**config.mk**
```make
export PLATFORM = sky130hd
export DESIGN_NAME = strobe_bus_slave
export DESIGN_NICKNAME = d
export VERILOG_FILES = /design/src/rtl/sbs_pkg.sv /design/src/rtl/sbs_sync.sv /design/src/rtl/sbs_regfile.sv /design/src/rtl/sbs_ctrl.sv /design/src/rtl/strobe_bus_slave.sv
export SDC_FILE = /design/constraint.sdc
export NUM_CORES = 1
export LEC_CHECK = 0
export ABC_CLOCK_PERIOD_IN_PS = 2750
export BUFFER_PORTS_ARGS = -buffer_cell sky130_fd_sc_hd__clkbuf_2
export CAP_MARGIN = 15
export CELL_PAD_IN_SITES_DETAIL_PLACEMENT = 0
export CELL_PAD_IN_SITES_GLOBAL_PLACEMENT = 1
export CORE_AREA = 5 5 104 106
export DETAILED_ROUTE_END_ITERATION = 8
export DIE_AREA = 0 0 109 111
export GPL_TIMING_DRIVEN = 1
export PLACE_DENSITY = 0.71
export SYNTH_ARGS = -nofsm -noshare
export SYNTH_HDL_FRONTEND = slang
export SYNTH_HIERARCHICAL = 1
export SYNTH_SLANG_ARGS = --single-unit
```
**constraint.sdc**
```tcl
create_clock -name clk_i -period 2.75 [get_ports clk_i]
set_input_delay 0.55 -clock clk_i [delete_from_list [all_inputs] [get_ports clk_i]]
set_output_delay 0.55 -clock clk_i [all_outputs]
set_load 0.1 [all_outputs]
```
**src/rtl/sbs_pkg.sv**
```systemverilog
package sbs_pkg;
  localparam int ADDR_W   = 5;
  localparam int DATA_W   = 8;
  localparam int NUM_REGS = 8;

  typedef enum logic [1:0] {
    ST_IDLE,
    ST_DRIVE,
    ST_ACK,
    ST_REL
  } bus_state_e;
endpackage

```
**src/rtl/sbs_sync.sv**
```systemverilog
module sbs_sync #(
  parameter int          W       = 1,
  parameter logic [W-1:0] RST_VAL = '0
) (
  input  logic         clk_i,
  input  logic         rst_ni,
  input  logic [W-1:0] d_i,
  output logic [W-1:0] q_o
);
  logic [W-1:0] meta_q, sync_q;

  always_ff @(posedge clk_i or negedge rst_ni) begin
    if (!rst_ni) begin
      meta_q <= RST_VAL;
      sync_q <= RST_VAL;
    end else begin
      meta_q <= d_i;
      sync_q <= meta_q;
    end
  end

  assign q_o = sync_q;
endmodule

```
**src/rtl/sbs_regfile.sv**
```systemverilog
module sbs_regfile #(
  parameter int ADDR_W   = 5,
  parameter int DATA_W   = 8,
  parameter int NUM_REGS = 8
) (
  input  logic              clk_i,
  input  logic              rst_ni,
  input  logic              we_i,
  input  logic [ADDR_W-1:0] waddr_i,
  input  logic [DATA_W-1:0] wdata_i,
  input  logic [ADDR_W-1:0] raddr_i,
  output logic [DATA_W-1:0] rdata_o
);
  localparam int IDX_W = (NUM_REGS > 1) ? $clog2(NUM_REGS) : 1;
  localparam logic [ADDR_W-1:0] LIMIT = ADDR_W'(NUM_REGS);

  logic [NUM_REGS-1:0][DATA_W-1:0] mem_q;
  logic w_hit, r_hit;

  assign w_hit = waddr_i < LIMIT;
  assign r_hit = raddr_i < LIMIT;

  for (genvar g = 0; g < NUM_REGS; g++) begin : g_reg
    always_ff @(posedge clk_i or negedge rst_ni) begin
      if (!rst_ni)                                           mem_q[g] <= '0;
      else if (we_i && w_hit && waddr_i[IDX_W-1:0] == IDX_W'(g)) mem_q[g] <= wdata_i;
    end
  end

  // unimplemented space reads as all ones
  assign rdata_o = r_hit ? mem_q[raddr_i[IDX_W-1:0]] : '1;

  p_store_r4: assert property (@(posedge clk_i) disable iff (!rst_ni)
    (we_i && w_hit) |=> mem_q[$past(waddr_i[IDX_W-1:0])] == $past(wdata_i));

  p_no_store_unimpl_r5: assert property (@(posedge clk_i) disable iff (!rst_ni)
    (we_i && !w_hit) |=> $stable(mem_q));

  p_unimpl_ones_r3: assert property (@(posedge clk_i) disable iff (!rst_ni)
    !r_hit |-> rdata_o == '1);
endmodule

```
**src/rtl/sbs_ctrl.sv**
```systemverilog
module sbs_ctrl
  import sbs_pkg::*;
#(
  parameter int A_W = 5,
  parameter int D_W = 8
) (
  input  logic           clk_i,
  input  logic           rst_ni,
  input  logic           cs_s_i,
  input  logic           iack_s_i,
  input  logic           rw_s_i,
  input  logic [A_W-1:0] addr_s_i,
  input  logic [D_W-1:0] data_s_i,
  input  logic [D_W-1:0] rdata_i,
  output logic           we_o,
  output logic [A_W-1:0] waddr_o,
  output logic [D_W-1:0] wdata_o,
  output logic [D_W-1:0] data_o,
  output logic           data_oe_o,
  output logic           dtack_o,
  output logic           dtack_oe_o
);
  bus_state_e     state_q;
  logic           cs_prev_q, rd_q, start;
  logic [D_W-1:0] data_q;

  // illegal select+iack pairing never opens a cycle
  assign start = (state_q == ST_IDLE) && cs_prev_q && !cs_s_i && iack_s_i;

  always_ff @(posedge clk_i or negedge rst_ni) begin
    if (!rst_ni) begin
      state_q   <= ST_IDLE;
      cs_prev_q <= 1'b1;
      rd_q      <= 1'b0;
      data_q    <= '0;
    end else begin
      cs_prev_q <= cs_s_i;
      unique case (state_q)
        ST_IDLE: if (start) begin
          rd_q    <= rw_s_i;
          state_q <= rw_s_i ? ST_DRIVE : ST_ACK;
          if (rw_s_i) data_q <= rdata_i;
        end
        ST_DRIVE: state_q <= ST_ACK;
        ST_ACK:   if (cs_s_i) state_q <= ST_REL;
        ST_REL:   state_q <= ST_IDLE;
        default:  state_q <= ST_IDLE;
      endcase
    end
  end

  assign we_o       = start && !rw_s_i;
  assign waddr_o    = addr_s_i;
  assign wdata_o    = data_s_i;
  assign data_o     = data_q;
  assign data_oe_o  = rd_q && (state_q != ST_IDLE);
  assign dtack_oe_o = (state_q == ST_ACK) || (state_q == ST_REL);
  assign dtack_o    = (state_q != ST_ACK);

  p_data_before_ack_r2: assert property (@(posedge clk_i) disable iff (!rst_ni)
    (dtack_oe_o && !dtack_o && !$past(dtack_oe_o) && rd_q) |-> $past(data_oe_o));

  p_ack_hold_r6: assert property (@(posedge clk_i) disable iff (!rst_ni)
    (dtack_oe_o && !dtack_o && !cs_s_i) |=> (dtack_oe_o && !dtack_o));

  p_release_r7: assert property (@(posedge clk_i) disable iff (!rst_ni)
    (dtack_oe_o && dtack_o) |=> (!dtack_oe_o && !data_oe_o));

  p_illegal_ignored_r8: assert property (@(posedge clk_i) disable iff (!rst_ni)
    (state_q == ST_IDLE && !iack_s_i) |=> (state_q == ST_IDLE && !we_o));

  p_write_quiet_r9: assert property (@(posedge clk_i) disable iff (!rst_ni)
    we_o |=> !data_oe_o);
endmodule

```
**src/rtl/strobe_bus_slave.sv**
```systemverilog
module strobe_bus_slave
  import sbs_pkg::*;
#(
  parameter int A_W  = ADDR_W,
  parameter int D_W  = DATA_W,
  parameter int NREG = NUM_REGS
) (
  input  logic           clk_i,
  input  logic           rst_ni,
  input  logic           cs_ni,
  input  logic           rw_i,
  input  logic           iack_ni,
  input  logic [A_W-1:0] addr_i,
  input  logic [D_W-1:0] data_i,
  output logic [D_W-1:0] data_o,
  output logic           data_oe_o,
  output logic           dtack_o,
  output logic           dtack_oe_o
);
  localparam int BUS_W = 1 + A_W + D_W;

  logic [1:0]       strb_s;
  logic [BUS_W-1:0] bus_s;
  logic             we;
  logic [A_W-1:0]   waddr;
  logic [D_W-1:0]   wdata, rdata;

  sbs_sync #(.W(2), .RST_VAL(2'b11)) u_sync_strb (
    .clk_i, .rst_ni, .d_i({cs_ni, iack_ni}), .q_o(strb_s)
  );

  sbs_sync #(.W(BUS_W), .RST_VAL('0)) u_sync_bus (
    .clk_i, .rst_ni, .d_i({rw_i, addr_i, data_i}), .q_o(bus_s)
  );

  sbs_regfile #(.ADDR_W(A_W), .DATA_W(D_W), .NUM_REGS(NREG)) u_regs (
    .clk_i, .rst_ni,
    .we_i(we), .waddr_i(waddr), .wdata_i(wdata),
    .raddr_i(bus_s[D_W +: A_W]), .rdata_o(rdata)
  );

  sbs_ctrl #(.A_W(A_W), .D_W(D_W)) u_ctrl (
    .clk_i, .rst_ni,
    .cs_s_i(strb_s[1]), .iack_s_i(strb_s[0]),
    .rw_s_i(bus_s[BUS_W-1]), .addr_s_i(bus_s[D_W +: A_W]), .data_s_i(bus_s[D_W-1:0]),
    .rdata_i(rdata),
    .we_o(we), .waddr_o(waddr), .wdata_o(wdata),
    .data_o, .data_oe_o, .dtack_o, .dtack_oe_o
  );
endmodule

```
# --- Word-level counts from Yosys, hierarchy flattened ---
# Cells that the tools add are included.
totals:
  out_inout_bits: 11
  in_bits: 18
  register_bits: 108
op_classes:
  eq_ne: 13
  reduce_logical: 23
  mux: 7
  magnitude_cmp: 2
ops:
  columns: ["cell", "n"]
  rows:
  - ["binary-select mux 8 bit (select 3 bit)", 1]
  - ["two-way mux 8 bit", 2]
  - ["logical AND 1 bit", 14]
  - ["== test 3 bit (second input constant)", 4]
  - ["one-hot mux 2 bit (4 select lines)", 1]
  - ["== test 3 x 2 -> 1 bit (second input constant)", 2]
  - ["two-way mux 2 bit", 3]
  - ["less-than comparator 5 x 4 -> 1 bit (second input constant)", 1]
  - ["== test 2 bit (second input constant)", 2]
  - ["less-than comparator 3 x 4 -> 1 bit (second input constant)", 1]
  - ["!= test 2 bit (second input constant)", 2]
  - ["AND reduction 2 bit", 2]
  - ["== test 3 x 1 -> 1 bit (second input constant)", 1]
  - ["zero test 3 bit", 1]
  - ["AND reduction 3 bit", 1]
  - ["== test 2 x 1 -> 1 bit (second input constant)", 1]
  - ["zero test 1 bit", 2]
  - ["zero test 2 bit", 1]
  - ["!= test 2 x 1 -> 1 bit (second input constant)", 1]
  - ["nonzero test 2 bit", 1]
  - ["logical OR 1 bit", 1]

# --- Logic depth before layout (Yosys ltp) ---
depth:
  depth_word: 7
  ltp_mapped: 7
  mapped_depth_nobuf: 7

# --- By module ---
# Netlist, hierarchy kept.
by_module_without_submodules:
  columns: ["mod", "cells_per_inst", "instances", "area_each_um2", "seq_area_each_um2"]
  rows:
  - ["sbs_regfile", 212, 1, 3067.9, 1601.5]
  - ["sbs_sync (u_sync_bus)", 28, 1, 700.7, 700.7]
  - ["sbs_ctrl", 54, 1, 680.7, 301.5]
  - ["sbs_sync (u_sync_strb)", 4, 1, 105.1, 105.1]

# --- Worst setup path after synthesis ---
# No wires, ideal clock.
synth_path:
  kind: "reg2reg"
  from: "register u_ctrl.state_q[0]"
  to: "register u_regs/mem_q[0] (netlist name)"
  path_stages_with_launch: 8
  arrival_ns: 1.942
  slack_ns: 0.682
  setup_time_ns: 0.125
  synth_period_minus_slack_ns: 2.068
  path_buffers: 1
  cell_sequence: "dfrtp_1 > inv_1 > ha_1 > nand4b_1 > nor2_1 > or4b_4 > buf_6 > mux2_4"
synth_between:
  elab_chain_len: 7
synth_rtl:
  columns: ["item", "line", "source"]
  rows:
  - ["start, declared", "sbs_ctrl.sv:23", "bus_state_e state_q;"]
  - ["start signal, assigned", "sbs_ctrl.sv:41", "state_q <= rw_s_i ? ST_DRIVE : ST_ACK;"]
  - ["zero test 2 bit", "sbs_ctrl.sv:28", "assign start = (state_q == ST_IDLE) && cs_prev_q && !cs_s_i && iack_s_i;"]
  - ["logical AND 1 bit (3 in a row)", "sbs_ctrl.sv:28", null]
  - ["logical AND 1 bit", "sbs_ctrl.sv:52", "assign we_o = start && !rw_s_i;"]
  - ["via we", "strobe_bus_slave.sv:24", "logic we;"]
  - ["logical AND 1 bit (2 in a row)", "sbs_regfile.sv:26", "else if (we_i && w_hit && waddr_i[IDX_W-1:0] == IDX_W'(g)) mem_q[g] <= wdata_i;"]
  - ["end signal, assigned by index", "sbs_regfile.sv:26", null]
  - ["end, declared", "sbs_regfile.sv:17", "logic [NUM_REGS-1:0][DATA_W-1:0] mem_q;"]
# The timed path passes the listed nets, and every way through them passes these cells.
# A chain may end at the register's enable or synchronous reset.

# --- Worst setup path in the final report ---
layout_path:
  from: "register u_ctrl.state_q[0]"
  to: "register u_regs/mem_q[9] (netlist name)"
# Same word-level chain as after synthesis.

==> results.md <==
- Root Buffer: clkbuf_8
- Number of diodes: 0
- Layout Cells excl Fill: 457
- Hold-fix buffers, CTS: 1
- F_max: 417 MHz
- Max_cap viols: 0
- DP Cell Count: 440
- Combinational share of power: ~29%
- Worst setup SP type: flip-flop
- Final HPWL from detailed placement: 5.13 mm
- DRC viols: 0
- CTS H-tree lvls: 3
- Fill count: 817
- Drt pass-1 iters: 6
- Clock buffer depth: 2
- Maximum VDD drop: 0.406 mV
- CP Capture Type: flip-flop
- Clock slew at reported path FFs: 0.09 ns
- Post-route setup TNS: 0 ns
- TritonCTS clock tree: built
- Worst setup margin: 0.354 ns
- Initial antenna violation count: 0
- Post-CTS resize count: 0
- RSZ-0062 raised after global routing: no
- Total gr overflow: 0
- CTS sink cnt: 108
- Synth warnings: 6
- Area delta synth->final: 8.90%
- Status: complete, no violations
- First-pass GRT wire length: ~13 mm
- Largest net degree at the start of global routing: between 100 and 150
- Core Footprint: between 0.009 and 0.01 mm²
- Die width: about 110 µm
- Starting DRC count in detailed routing: 133
- Layout cells sized above 1: 46.6%
- Crit path cell chain: inv_1 -> ha_1 -> nand4b_1 -> nor2_1 -> nand2_1 -> nor3_2 -> buf_4 -> mux2_2
- Slew margin rel.: a little over half
- EDFF count, synth: 0
- CTS buffer count: 9
- Sequential-to-total area share from yosys stat: approximately three fifths
- Yosys reg bits: between 100 and 150
- CP max stage delay: roughly 0.39 ns
- # IOs: 29
- Mapped cell area: 0.00455 mm²
- Crit-path max FO: 6
- P_leak: 2.47 nW
- Vias in the first global route: roughly 2400
- GRT Util Overall: about 14%
- Power Dens Cells: 794 mW/mm²
- Net Switching: 1.44 mW
- Reg power frac: 46.3%
- Detail Route Antenna Nets: 0
- Vias/cell: 5.07
- Netlist cell types: 31
- Setup Skew: approximately 0.012 ns
- CP Buf/Inv Count: 2
- Async set-reset flop share out of synthesis: 100%
- Row count: 36
- Post-Syn Instances: 298
- Starting Density: 47.0%
- DRT Wirelength: 7.71 mm
- Slowest-stage cell, CP: dfrtp_1
- Port Buf Inserts: 28
- Setup violators final: 0
- Tightest Pin Transition: 0.691 ns
- Final max-slew violation count: 0
- Wire length per cell: 16.9 µm
- Post-synth top flop: dfrtp_1
- Syn nets: 319
- Clock latency on the worst-skew pair: around 0.36 ns
- Tcrit/Tclk final: about 87%
- Final Critical Period: 2.40 ns
- Crit path arrival time: 2.65 ns
- Final Hold Viols: 0
- Via count: around 2300
- Die Area: 0.0121 mm²
- Worst min path class: primary input to flip-flop
- Placed cell areas: 0.00475 mm²
- Dpl ws: 0.362 ns
- Sw frac: 36.7%
- Chip height: about 110 µm
- RePlAce Congestion: 0.746
- Final nets: 340
- Post-CTS setup repair buffer count: 0
- Clock Power Share: 24.7%
- Req. time, crit path: 3.00 ns
- Post-route cell area: 0.00496 mm²
- WHS: 0.270 ns
- Crit-path leading delay family: simple AND/OR/NAND/NOR gates
- Syn_area_per_cell: 15.3 µm²
- Worst setup path category: flip-flop to flip-flop
- Cell internal pwr: 2.49 mW
-- synth_stat cells, types with 2 or more instances --
library cell / n / area share (%)
a22o_1: 8 / 1.5
buf_1: 2 / 0.16
buf_2: 4 / 0.44
buf_4: 13 / 2.1
buf_6: 3 / 0.74
clkbuf_1: 2 / 0.16
dfrtp_1: 103 / 57
dfstp_2: 5 / 2.9
ha_1: 3 / 0.82
inv_1: 4 / 0.33
mux2_2: 64 / 16
mux2_4: 24 / 7.9
mux2i_1: 20 / 4.4
nand2_1: 4 / 0.33
nand3b_1: 2 / 0.33
nor2_1: 3 / 0.25
nor2_2: 4 / 0.55
nor3_2: 2 / 0.44
o21ai_0: 8 / 0.88
o22ai_1: 8 / 1.1
or4b_4: 2 / 0.60
-- final cells by class --
type / instances / area (µm²) / share of cell area, %
clock buffers: 12 / 155 / 3.13
clock inverters: 4 / 47.5 / 0.959
inverters: 4 / 15.0 / 0.303
multi-input cells: 162 / 1660 / 33.6
flip-flops and latches: 108 / 2710 / 54.6
well taps: 133 / 166 / 3.36
repair buffers: 34 / 203 / 4.09
-- routing by layer --
metal / share of wire, % / global-route usage, % / up-vias
met3: 2.8 / 2.50 / 15
met2: 43 / 19.4 / 34
met4: 2.5 / 7.15 / 0
met1: 51 / 20.0 / 1179
li1: - / - / 1087
met5: 0 / 0 / -
-- power groups by stage --
stage	registers [mW]	logic, mW	clock network [mW]
2_1_floorplan	2.26	0.549	0
3_3_place_gp	1.85	1.15	0
3_5_place_dp	1.86	1.15	0
4_1_cts	1.83	1.15	1.02
5_1_grt	1.85	1.19	1.08
6_report	1.82	1.14	0.972
-- kinds of logic (layout without fill, tap and decap cells) --
| family | Yosys count | count (layout) | synth area share [%] |
|---|---|---|---|
| flops | 108 | 108 | 59.5 |
| compound gates | 25 | 25 | 3.71 |
| fa+ha+maj | 3 | 3 | 0.824 |
| mux | 108 | 108 | 28.1 |
| buf+inv | 28 | 54 | 3.98 |
| simple gates | 26 | 26 | 3.87 |
-- through the flow --
stage	total power, mW	utilization, %
6_report	3.94	51.2
5_1_grt	4.12	51.2
4_1_cts	4.00	51.2
3_5_place_dp	3.01	49.0
3_3_place_gp	3.00	49.0
2_1_floorplan	2.81	-
-- worst register-to-register path: stages (launching register included) --
cell	delay [ns]
dfrtp_1	0.39
inv_1	0.10
ha_1	0.28
nand4b_1	0.17
nor2_1	0.29
nand2_1	0.15
nor3_2	0.33
buf_4	0.23
mux2_2	0.35
-- registers in the layout, summed over array words and instances (netlist names) --
register	cells
u_regs/mem_q	64
u_ctrl/data_o	8
u_sync_bus/q_o	14
u_sync_bus/meta_q	14
u_ctrl/state_q	2
u_ctrl/rd_q	1
u_sync_strb/q_o	2
u_sync_strb/meta_q	2
u_ctrl/cs_prev_q	1
-- cell usage in the layout (no fill, tap or decap), drive strengths merged --
cell type	Yosys	routed
dfrtp	103	103
mux2	88	88
clkbuf	2	39
mux2i	20	20
o22ai	8	8
a22o	8	8
o21ai	8	8
nor2	7	7
buf	22	6
dfstp	5	5
inv	4	4
nand2	4	4
ha	3	3
clkinv	0	2
nand3b	2	2
or4b	2	2
nor3	2	2
or2	2	2
clkinvlp	0	1
bufinv	0	1
dlygate4sd3	0	1
nand4b	1	1
and2b	1	1
a2bb2oi	1	1
nand2b	1	1
nor2b	1	1
or3b	1	1
nand3	1	1
or3	1	1
-- path summary, 6_finish.rpt --
kind / startpoint / to / slack [ns] / cells past startpoint
worst max-delay path: u_ctrl/state_q[0] / u_regs/mem_q[9] / 0.35 / 8
worst min-delay path: iack_ni / u_sync_strb/meta_q[0] / 0.27 / 1
worst max register to register: u_ctrl/state_q[0] / u_regs/mem_q[9] / 0.35 / 8
worst min register to register: u_sync_bus/meta_q[13] / u_sync_bus/q_o[13] / 0.35 / 0
max in group asynchronous: rst_ni / u_sync_strb/meta_q[1] / 1.51 / 3
min in group asynchronous: rst_ni / u_sync_bus/meta_q[7] / 0.51 / 2
No activity file was read; power rests on OpenSTA's default activity.
